==> src/rtl/wwdg_pkg.sv <==
package wwdg_pkg;
  typedef enum logic [1:0] {
    WS_RESET  = 2'd0,
    WS_CLOSED = 2'd1,
    WS_OPEN   = 2'd2,
    WS_FAULT  = 2'd3
  } win_state_e;
endpackage

==> src/rtl/wwdg_tick.sv <==
// Prescaler: one-clock tick every DIV clocks, restarted by power-good low.
module wwdg_tick #(
  parameter int DIV = 100
) (
  input  logic clk,
  input  logic rst_n,
  input  logic pwr_good,
  output logic tick
);
  localparam int W = (DIV > 1) ? $clog2(DIV) : 1;
  localparam logic [W-1:0] LAST = W'(DIV - 1);

  logic [W-1:0] pre_q;
  logic [W-1:0] pre_nxt;

  always_comb begin
    tick    = pwr_good && (pre_q == LAST);
    pre_nxt = pre_q;
    if (!pwr_good) begin
      pre_nxt = '0;
    end else if (pre_q == LAST) begin
      pre_nxt = '0;
    end else begin
      pre_nxt = pre_q + W'(1);
    end
  end

  always_ff @(posedge clk or negedge rst_n) begin
    if (!rst_n) begin
      pre_q <= '0;
    end else begin
      pre_q <= pre_nxt;
    end
  end

  generate
    if (DIV > 1) begin : g_spacing
      AST_TICK_SPACING: assert property (@(posedge clk) disable iff (!rst_n)
        tick |=> !tick);
    end
  endgenerate
endmodule

==> src/rtl/wwdg_trig_dec.sv <==
// Synchroniser plus per-cycle sampler; flags the 1,1,0,0 sample sequence.
module wwdg_trig_dec #(
  parameter int SYNC_STAGES = 2
) (
  input  logic clk,
  input  logic rst_n,
  input  logic pwr_good,
  input  logic tick,
  input  logic trig_pin,
  output logic trig_valid
);
  localparam int HIST_W = 3;
  localparam logic [HIST_W:0] PATTERN = 4'b1100;

  logic [SYNC_STAGES-1:0] sync_q;
  logic [SYNC_STAGES-1:0] sync_nxt;
  logic [HIST_W-1:0]      hist_q;
  logic [HIST_W-1:0]      hist_nxt;
  logic                   pin_s;

  assign pin_s = sync_q[SYNC_STAGES-1];

  always_comb begin
    sync_nxt = {sync_q[SYNC_STAGES-2:0], trig_pin};
  end

  always_comb begin
    hist_nxt = hist_q;
    if (!pwr_good) begin
      hist_nxt = '0;
    end else if (tick) begin
      hist_nxt = {hist_q[HIST_W-2:0], pin_s};
    end
  end

  // The fourth sample is judged in the cycle it is taken.
  assign trig_valid = tick && ({hist_q, pin_s} == PATTERN);

  always_ff @(posedge clk or negedge rst_n) begin
    if (!rst_n) begin
      sync_q <= '0;
      hist_q <= '0;
    end else begin
      sync_q <= sync_nxt;
      hist_q <= hist_nxt;
    end
  end

  AST_HIST_CLEARED: assert property (@(posedge clk) disable iff (!rst_n)
    !pwr_good |=> !trig_valid);
endmodule

==> src/rtl/wwdg_seq.sv <==
// Window sequencer: reset phase, closed window, open window, failed wait.
module wwdg_seq
  import wwdg_pkg::*;
#(
  parameter int RST_CYC = 64,
  parameter int CW_CYC  = 32,
  parameter int OW_CYC  = 32
) (
  input  logic       clk,
  input  logic       rst_n,
  input  logic       pwr_good,
  input  logic       tick,
  input  logic       trig_valid,
  output win_state_e state,
  output logic       wd_rst_n
);
  localparam int FAIL_AT = CW_CYC + OW_CYC;
  localparam int CNT_MAX = (FAIL_AT > RST_CYC) ? FAIL_AT : RST_CYC;
  localparam int CW      = $clog2(CNT_MAX + 1);
  localparam logic [CW-1:0] RST_LAST  = CW'(RST_CYC - 1);
  localparam logic [CW-1:0] CW_LAST   = CW'(CW_CYC - 1);
  localparam logic [CW-1:0] FAIL_LAST = CW'(FAIL_AT - 1);

  win_state_e    state_q, state_nxt;
  logic [CW-1:0] cnt_q, cnt_nxt;

  always_comb begin
    state_nxt = state_q;
    cnt_nxt   = cnt_q;
    if (!pwr_good) begin
      state_nxt = WS_RESET;
      cnt_nxt   = '0;
    end else if (tick) begin
      unique case (state_q)
        WS_RESET: begin
          if (cnt_q == RST_LAST) begin
            state_nxt = WS_CLOSED;
            cnt_nxt   = '0;
          end else begin
            cnt_nxt = cnt_q + CW'(1);
          end
        end
        WS_CLOSED: begin
          cnt_nxt = cnt_q + CW'(1);
          if (trig_valid) begin
            state_nxt = WS_FAULT;
          end else if (cnt_q == CW_LAST) begin
            state_nxt = WS_OPEN;
          end
        end
        WS_OPEN: begin
          if (trig_valid) begin
            state_nxt = WS_CLOSED;
            cnt_nxt   = '0;
          end else if (cnt_q == FAIL_LAST) begin
            state_nxt = WS_RESET;
            cnt_nxt   = '0;
          end else begin
            cnt_nxt = cnt_q + CW'(1);
          end
        end
        WS_FAULT: begin
          if (cnt_q == FAIL_LAST) begin
            state_nxt = WS_RESET;
            cnt_nxt   = '0;
          end else begin
            cnt_nxt = cnt_q + CW'(1);
          end
        end
        default: begin
          state_nxt = WS_RESET;
          cnt_nxt   = '0;
        end
      endcase
    end
  end

  always_ff @(posedge clk or negedge rst_n) begin
    if (!rst_n) begin
      state_q <= WS_RESET;
      cnt_q   <= '0;
    end else begin
      state_q <= state_nxt;
      cnt_q   <= cnt_nxt;
    end
  end

  assign state    = state_q;
  assign wd_rst_n = (state_q != WS_RESET);

  AST_OPEN_AFTER_CLOSED: assert property (@(posedge clk) disable iff (!rst_n)
    (state_q == WS_OPEN) && ($past(state_q) != WS_OPEN)
      |-> ($past(state_q) == WS_CLOSED) && ($past(cnt_q) == CW_LAST));
  AST_OPEN_TRIG_RESTART: assert property (@(posedge clk) disable iff (!rst_n)
    (state_q == WS_OPEN) && trig_valid && pwr_good
      |=> (state_q == WS_CLOSED) && (cnt_q == '0));
  AST_FAULT_ENTRY: assert property (@(posedge clk) disable iff (!rst_n)
    $rose(state_q == WS_FAULT)
      |-> ($past(state_q) == WS_CLOSED) && $past(trig_valid));
  AST_FAIL_DEADLINE: assert property (@(posedge clk) disable iff (!rst_n)
    (state_q != WS_RESET) |-> (cnt_q <= FAIL_LAST));
  AST_RESET_LENGTH: assert property (@(posedge clk) disable iff (!rst_n)
    (state_q == WS_CLOSED) && ($past(state_q) == WS_RESET)
      |-> $past(cnt_q) == RST_LAST);
  AST_PG_FORCE: assert property (@(posedge clk) disable iff (!rst_n)
    !pwr_good |=> (state_q == WS_RESET) && !wd_rst_n);
endmodule

==> src/rtl/window_watchdog.sv <==
module window_watchdog
  import wwdg_pkg::*;
#(
  parameter int CLK_DIV     = 100,
  parameter int RST_CYC     = 64,
  parameter int CW_CYC      = 32,
  parameter int OW_CYC      = 32,
  parameter int SYNC_STAGES = 2
) (
  input  logic       clk,
  input  logic       rst_n,
  input  logic       pwr_good,
  input  logic       trig_in,
  output logic       wd_rst_n,
  output logic [1:0] win_state
);
  logic       tick;
  logic       trig_valid;
  win_state_e state;

  wwdg_tick #(.DIV(CLK_DIV)) tick_i (
    .clk      (clk),
    .rst_n    (rst_n),
    .pwr_good (pwr_good),
    .tick     (tick)
  );

  wwdg_trig_dec #(.SYNC_STAGES(SYNC_STAGES)) dec_i (
    .clk        (clk),
    .rst_n      (rst_n),
    .pwr_good   (pwr_good),
    .tick       (tick),
    .trig_pin   (trig_in),
    .trig_valid (trig_valid)
  );

  wwdg_seq #(.RST_CYC(RST_CYC), .CW_CYC(CW_CYC), .OW_CYC(OW_CYC)) seq_i (
    .clk        (clk),
    .rst_n      (rst_n),
    .pwr_good   (pwr_good),
    .tick       (tick),
    .trig_valid (trig_valid),
    .state      (state),
    .wd_rst_n   (wd_rst_n)
  );

  assign win_state = state;
endmodule

==> config.mk <==
export PLATFORM = sky130hd
export DESIGN_NAME = window_watchdog
export DESIGN_NICKNAME = d
export VERILOG_FILES = /design/src/rtl/wwdg_pkg.sv /design/src/rtl/wwdg_tick.sv /design/src/rtl/wwdg_trig_dec.sv /design/src/rtl/wwdg_seq.sv /design/src/rtl/window_watchdog.sv
export SDC_FILE = /design/constraint.sdc
export NUM_CORES = 1
export LEC_CHECK = 0
export BUFFER_PORTS_ARGS = -buffer_cell sky130_fd_sc_hd__buf_2
export CORE_MARGIN = 2
export CORE_UTILIZATION = 55
export CTS_BUF_LIST = sky130_fd_sc_hd__clkbuf_4 sky130_fd_sc_hd__clkbuf_8 sky130_fd_sc_hd__clkbuf_16
export DETAILED_ROUTE_END_ITERATION = 6
export GPL_TIMING_DRIVEN = 0
export PLACE_DENSITY_LB_ADDON = 0.25
export SYNTH_ARGS = -nofsm -noshare
export SYNTH_HDL_FRONTEND = slang
export SYNTH_SLANG_ARGS = --single-unit
==> constraint.sdc <==
create_clock -name clk -period 2.3 [get_ports clk]
set_input_delay 0.115 -clock clk [delete_from_list [all_inputs] [get_ports clk]]
set_output_delay 0.115 -clock clk [all_outputs]
set_load 0.05 [all_outputs]
## After elaboration in Yosys (flattened, before gate mapping)

Cells that the tools add are included.

- Bits in read-only memories: 0
- Memories: 0
- Bits in writable memories: 0
- Logic and storage cells: 40
- Input bits: 4
- Bits in registers: 21
- Latch bits: 0

- $add $sub $neg: 2
- Bitwise operators: 0
- Equal/unequal tests: 10
- Divide/modulo/power cells: 0
- Multiply operators: 0
- Magnitude comparators: 0
- Reductions and logical operators: 6
- Muxes and demuxes: 17
- Shift operators: 0

Operators with widths:

| cell | number |
|---|---|
| 7-bit 2-to-1 mux | 6 |
| 7-bit case mux with 3 select lines | 1 |
| 7-bit by 1-bit adder with 7-bit output (second input constant) | 2 |
| 2-bit 2-to-1 mux | 7 |
| 2-bit case mux with 4 select lines | 1 |
| 7-bit by 5-bit equality test with 1-bit output (second input constant) | 1 |
| 7-bit by 6-bit equality test with 1-bit output (second input constant) | 1 |
| 7-bit equality test (second input constant) | 1 |
| 3-bit 2-to-1 mux | 2 |
| 2-bit equality test (second input constant) | 2 |
| 4-bit equality test (second input constant) | 1 |
| 4-bit by 3-bit inequality test with 1-bit output (second input constant) | 1 |
| 3-bit by 2-bit inequality test with 1-bit output (second input constant) | 1 |
| 3-bit AND reduction | 1 |
| 2-bit by 1-bit equality test with 1-bit output (second input constant) | 1 |
| 1-bit logical AND | 2 |
| 2-bit zero test | 1 |
| 2-bit by 1-bit inequality test with 1-bit output (second input constant) | 1 |
| 2-bit nonzero test | 1 |
| 2-bit OR reduction | 1 |

## Longest topological paths before layout

- Word-level depth: 7
- Gate-level depth with buffers: 8
- Mapped depth without buffers: 6

## Modules after synthesis

A second synthesis with hierarchy kept.

- Cell total of the unflattened synthesis: 121
- Area, all modules: 1,178.6 sq um

By module, submodules not included:

| module | cells an instance | area each (sq um) | instances | sequential area each (sq um) |
|---|---|---|---|---|
| wwdg_seq | 76 | 655.6 | 1 | 225.2 |
| wwdg_tick | 32 | 330.3 | 1 | 175.2 |
| wwdg_trig_dec | 13 | 192.7 | 1 | 125.1 |

## Worst setup path before layout

OpenSTA, ideal clock, no wires.

- Path type: flip-flop to flip-flop
- From: register tick_i.pre_q[2]
- To: register seq_i.state_q[1] (netlist: seq_i.state[1])
- Cell stages (with the launch flop): 7
- Required time: 2,201 ps
- Library setup time: 99 ps
- Clock period less this slack: 1,864 ps
- Buffers on the path: 1
- Path slack: 436 ps
- Arrival: 1,764 ps
- Path through: dfrtp_1 > or4b_4 > or2_1 > buf_6 > a21oi_4 > a31oi_1 > a311oi_1

- Cells in the longest elaborated chain, start to end: 7
- Elaborated cells on any way between the ends: 11

RTL lines:

| element | RTL line | RTL |
|---|---|---|
| start: declaration | wwdg_tick.sv:13 | `logic [W-1:0] pre_q;` |
| start signal: assignment | wwdg_tick.sv:32 | `pre_q <= pre_nxt;` |
| 7-bit equality test (*) | wwdg_tick.sv:17 | `tick = pwr_good && (pre_q == LAST);` |
| 1-bit logical AND (*) | wwdg_tick.sv:17 |  |
| 1-bit logical AND | wwdg_trig_dec.sv:37 | `assign trig_valid = tick && ({hist_q, pin_s} == PATTERN);` |
| 2-bit 2-to-1 mux (on tied branches) | wwdg_seq.sv:52, wwdg_seq.sv:45 |  |
| 2-bit case mux with 4 select lines | wwdg_seq.sv:34 | `unique case (state_q)` |
| 2-bit 2-to-1 mux | wwdg_seq.sv:33 | `end else if (tick) begin` |
| 2-bit 2-to-1 mux | wwdg_seq.sv:30 | `if (!pwr_good) begin` |
| end signal: assignment | wwdg_seq.sv:83 | `state_q <= state_nxt;` |
| end: declaration | wwdg_seq.sv:24 | `win_state_e state_q, state_nxt;` |

Mark *: on every way between the ends. The rest lies on a longest branch, timed or not. The select of a mux whose other input is x is not followed.
A chain may end at the register's enable or synchronous reset.

## Worst setup path in the final report

- From: register tick_i.pre_q[2]
- To: register seq_i.cnt_q[2]

- Cells in the longest elaborated chain, start to end: 7
- Elaborated cells on any way between the ends: 8

RTL lines:

| element | RTL line | RTL |
|---|---|---|
| 7-bit equality test (*) | wwdg_tick.sv:17 |  |
| 1-bit logical AND (*) | wwdg_tick.sv:17 |  |
| 1-bit logical AND | wwdg_trig_dec.sv:37 |  |
| 7-bit 2-to-1 mux | wwdg_seq.sv:52 | `if (trig_valid) begin` |
| 7-bit case mux with 3 select lines | wwdg_seq.sv:34 |  |
| 7-bit 2-to-1 mux | wwdg_seq.sv:33 |  |
| 7-bit 2-to-1 mux | wwdg_seq.sv:30 |  |
| end signal: assignment | wwdg_seq.sv:84 | `cnt_q <= cnt_nxt;` |
| end: declaration | wwdg_seq.sv:25 | `logic [CW-1:0] cnt_q, cnt_nxt;` |

Marked as above.

==> results.md <==
* Vias in the first global route at 908
* Die Wd at 50.3 um
* Final Critical Period at 2080 ps
* Path type of the worst min-delay path: in -> reg
* Outcome: completed
* CP Max Fanout at 6
* Final HPWL from detailed placement at 1710 um
* RSZ-0062 raised after global routing: no
* Cell type contributing the most total cell area after synthesis: dfrtp_1
* Required time at the worst-slack endpoint at 2490 ps
* Worst VDD drop at 0.461 mV
* Number of failing setup endpoints in the final timing report at 0
* Area enclosed by the die boundary at 2530 sq um
* Clock-pin slew on the worst setup and hold paths at 120 ps
* Number of search-and-repair iterations in the first detailed-routing pass at 4
* Initial core utilization at 59.0%
* Period utilization at 90.3%
* Number of warnings issued by yosys at 0
* Synthesized area at 1180 sq um
* Number of pins with negative max-slew slack in the final report at 0
* Commonest register cell after synthesis: dfrtp_1
* TritonCTS buffer count at 3
* Detail-routed net length per standard cell at 13.7 um
* Die Ht at 50.3 um
* H-tree depth reported by CTS at 1
* Final hold viol count at 0
* Worst setup path category: reg -> reg
* I/O pin total at 7
* Post-synth top area share at 44.5%
* Cells along the critical path: or4b_4 > nor4_2 > o221ai_2 > nand4b_1 > a31oi_1
* Via count at 939
* Number of standard cells after synthesis at 125
* Standard cell area after detailed placement at 1240 sq um
* Design area at 1290 sq um
* TritonCTS clock tree: yes
* Number of placement rows at 16
* Number of max-capacitance violations reported at 0
* Vias per inst at 5.73
* Root Driver: clkbuf_4
* Post-route clock skew at 3.89 ps
* NumNets Final at 149
* Routability-driven placement congestion ratio at 0.843
* Violation count after the first detailed-route iteration at 28
* DRC errors left at 0
* Layout fillers at 176
* Headroom to the max-slew limit at 67.5%
* CP Data Arrival Time at 2260 ps
* Worst stage delay on the critical path at 570 ps
* Number of sinks on the clock net at 21
* Sum of overflow across all layers after global routing at 0
* Top post-synthesis cells by area: dfrtp_1, ha_1, nand2_1
* Placeable core region at 2000 sq um
* Sequential element share of the synthesized area at 44.5%
* Count of buffers added by post-CTS timing repair for setup at 0
* Maximum count of clock buffers along a single path at 2
* Slew at the pin closest to its max-slew limit at 487 ps
* Share of flip-flops with an asynchronous set or reset at 100%
* Overall global routing resource usage at 20.5%
* Average cell area after synthesis at 9.45 sq um
* Worst-skew pair later-pin latency at 310 ps
* Most common library cell in the layout ignoring fill and taps: dfrtp_1
* Power density over cell area at 466 nW/um^2
* Antenna diode instance count at 0
* DRT antenna net count at 0
* Area growth syn-to-layout at 9.43%
* Setup slack of the most critical reg-to-reg path at 220 ps
* CP Launch Type: flop
* Wire length of the first global-routing pass at 3910 um
* Pin count of the biggest net entering global routing at 22
* Setup tns final at 0 ps
* Max stage delay cell, worst path: or4b_4
* Syn nets at 136
* Final WL at 2250 um
* Crit. End Element: flop
* Initial antenna violation count at 0
* Standby leakage power at 0.543 nW
* Fmax at 481 MHz
* Number of distinct library cells after synthesis at 38
* Most used cells in the layout excluding fill and tap cells: dfrtp_1, nand2_1, nor2_1
* Port Buf Inserts at 6
* Number of enable-type register cells in the synthesized netlist at 0
* Flip-flop and latch count after synthesis at 21
* Share of cells above drive strength 1 at 13.1%
-- registers in the layout (all words and copies together) (netlist names) --
name,flops
dec_i.sync_q,2
tick_i.pre_q,7
seq_i.cnt_q,7
seq_i.state,2
dec_i.hist_q,3
-- final timing paths --
| path | start | end | depth (start not counted) |
|---|---|---|---|
| worst max-delay path | tick_i.pre_q[2] | seq_i.cnt_q[2] | 5 |
| worst min-delay path | pwr_good | tick_i.pre_q[1] | 2 |
| worst max register to register | tick_i.pre_q[2] | seq_i.cnt_q[2] | 5 |
| worst min register to register | dec_i.sync_q[0] | dec_i.sync_q[1] | 0 |
| max in group asynchronous | rst_n | tick_i.pre_q[1] | 2 |
| min in group asynchronous | rst_n | seq_i.state[0] | 2 |
-- Yosys cell counts, types with 2 or more instances --
cell type,n
nand2b_1,2
ha_1,7
nand3b_1,2
nor3_1,2
o21ai_1,2
o31ai_1,2
nor2_1,12
xor2_1,2
inv_1,6
o21ai_0,3
xnor2_1,3
a31oi_1,3
nand3_1,8
a21oi_1,8
nor2b_1,2
o21a_1,3
dfrtp_1,21
nand2_1,17
-- power by group --
part	leakage (nW)	internal [mW]	switching, mW
registers	0.285	0.378	0.00955
logic	0.240	0.0122	0.0196
clock network	0.0177	0.0650	0.118
-- metrics by stage --
step                hold slack (ps)  utilization [%]  setup WS [ps]  power (mW)  instances
global route                    119             64.6            127       0.625        164
CTS                             115             64.6            213       0.603        164
detailed placement             98.4             62.2            224       0.425        158
global placement               93.5             62.2            305       0.424        158
finish                          109             64.6            222       0.602        164
floorplan                      -181                -            436       0.408        125
-- logic make-up (layout without fill, tap and decap cells) --
kind of cell / count (synthesis) / in the layout / share of synthesized area [%]
and+or+nand+nor: 55 / 55 / 23.7
buffers and inverters: 9 / 21 / 3.60
AOI/OAI and AO/OA: 28 / 28 / 17.1
DFF: 21 / 21 / 44.5
adders and majority gates: 7 / 7 / 7.41
xor gates and xnor gates: 5 / 5 / 3.71
-- layout make-up --
type / instances / area, sq um / area share, %
buffer: 3 / 20.0 / 1.55
clock inverter: 1 / 5.00 / 0.387
tap: 27 / 33.8 / 2.61
multi-input combinational: 95 / 613 / 47.4
inverter: 6 / 22.5 / 1.74
sequential: 21 / 526 / 40.7
timing repair buffer: 8 / 50.0 / 3.87
clock buffer: 3 / 22.5 / 1.74
-- worst max-delay path: cells and delay by family (launching register included) --
kind	cells	cell delay (ps)
DFF	1	450
AOI/OAI and AO/OA	2	340
and+or+nand+nor	3	1170
-- routing by layer --
layer,vias to the layer above,GRT usage (%),part of all wire (%)
li1,464,-,-
met1,446,25.8,47
met2,23,34.0,48
met3,6,3.87,3.0
met4,0,9.46,1.9
met5,-,0,0
-- what timing repair did --
| action | in CTS | in global routing |
|---|---|---|
| gates resized for setup | 0 | 0 |
| hold buffers | 2 | 0 |
| endpoints found under the hold margin | 22 | 0 |
No activity file was read; power rests on OpenSTA's default activity.
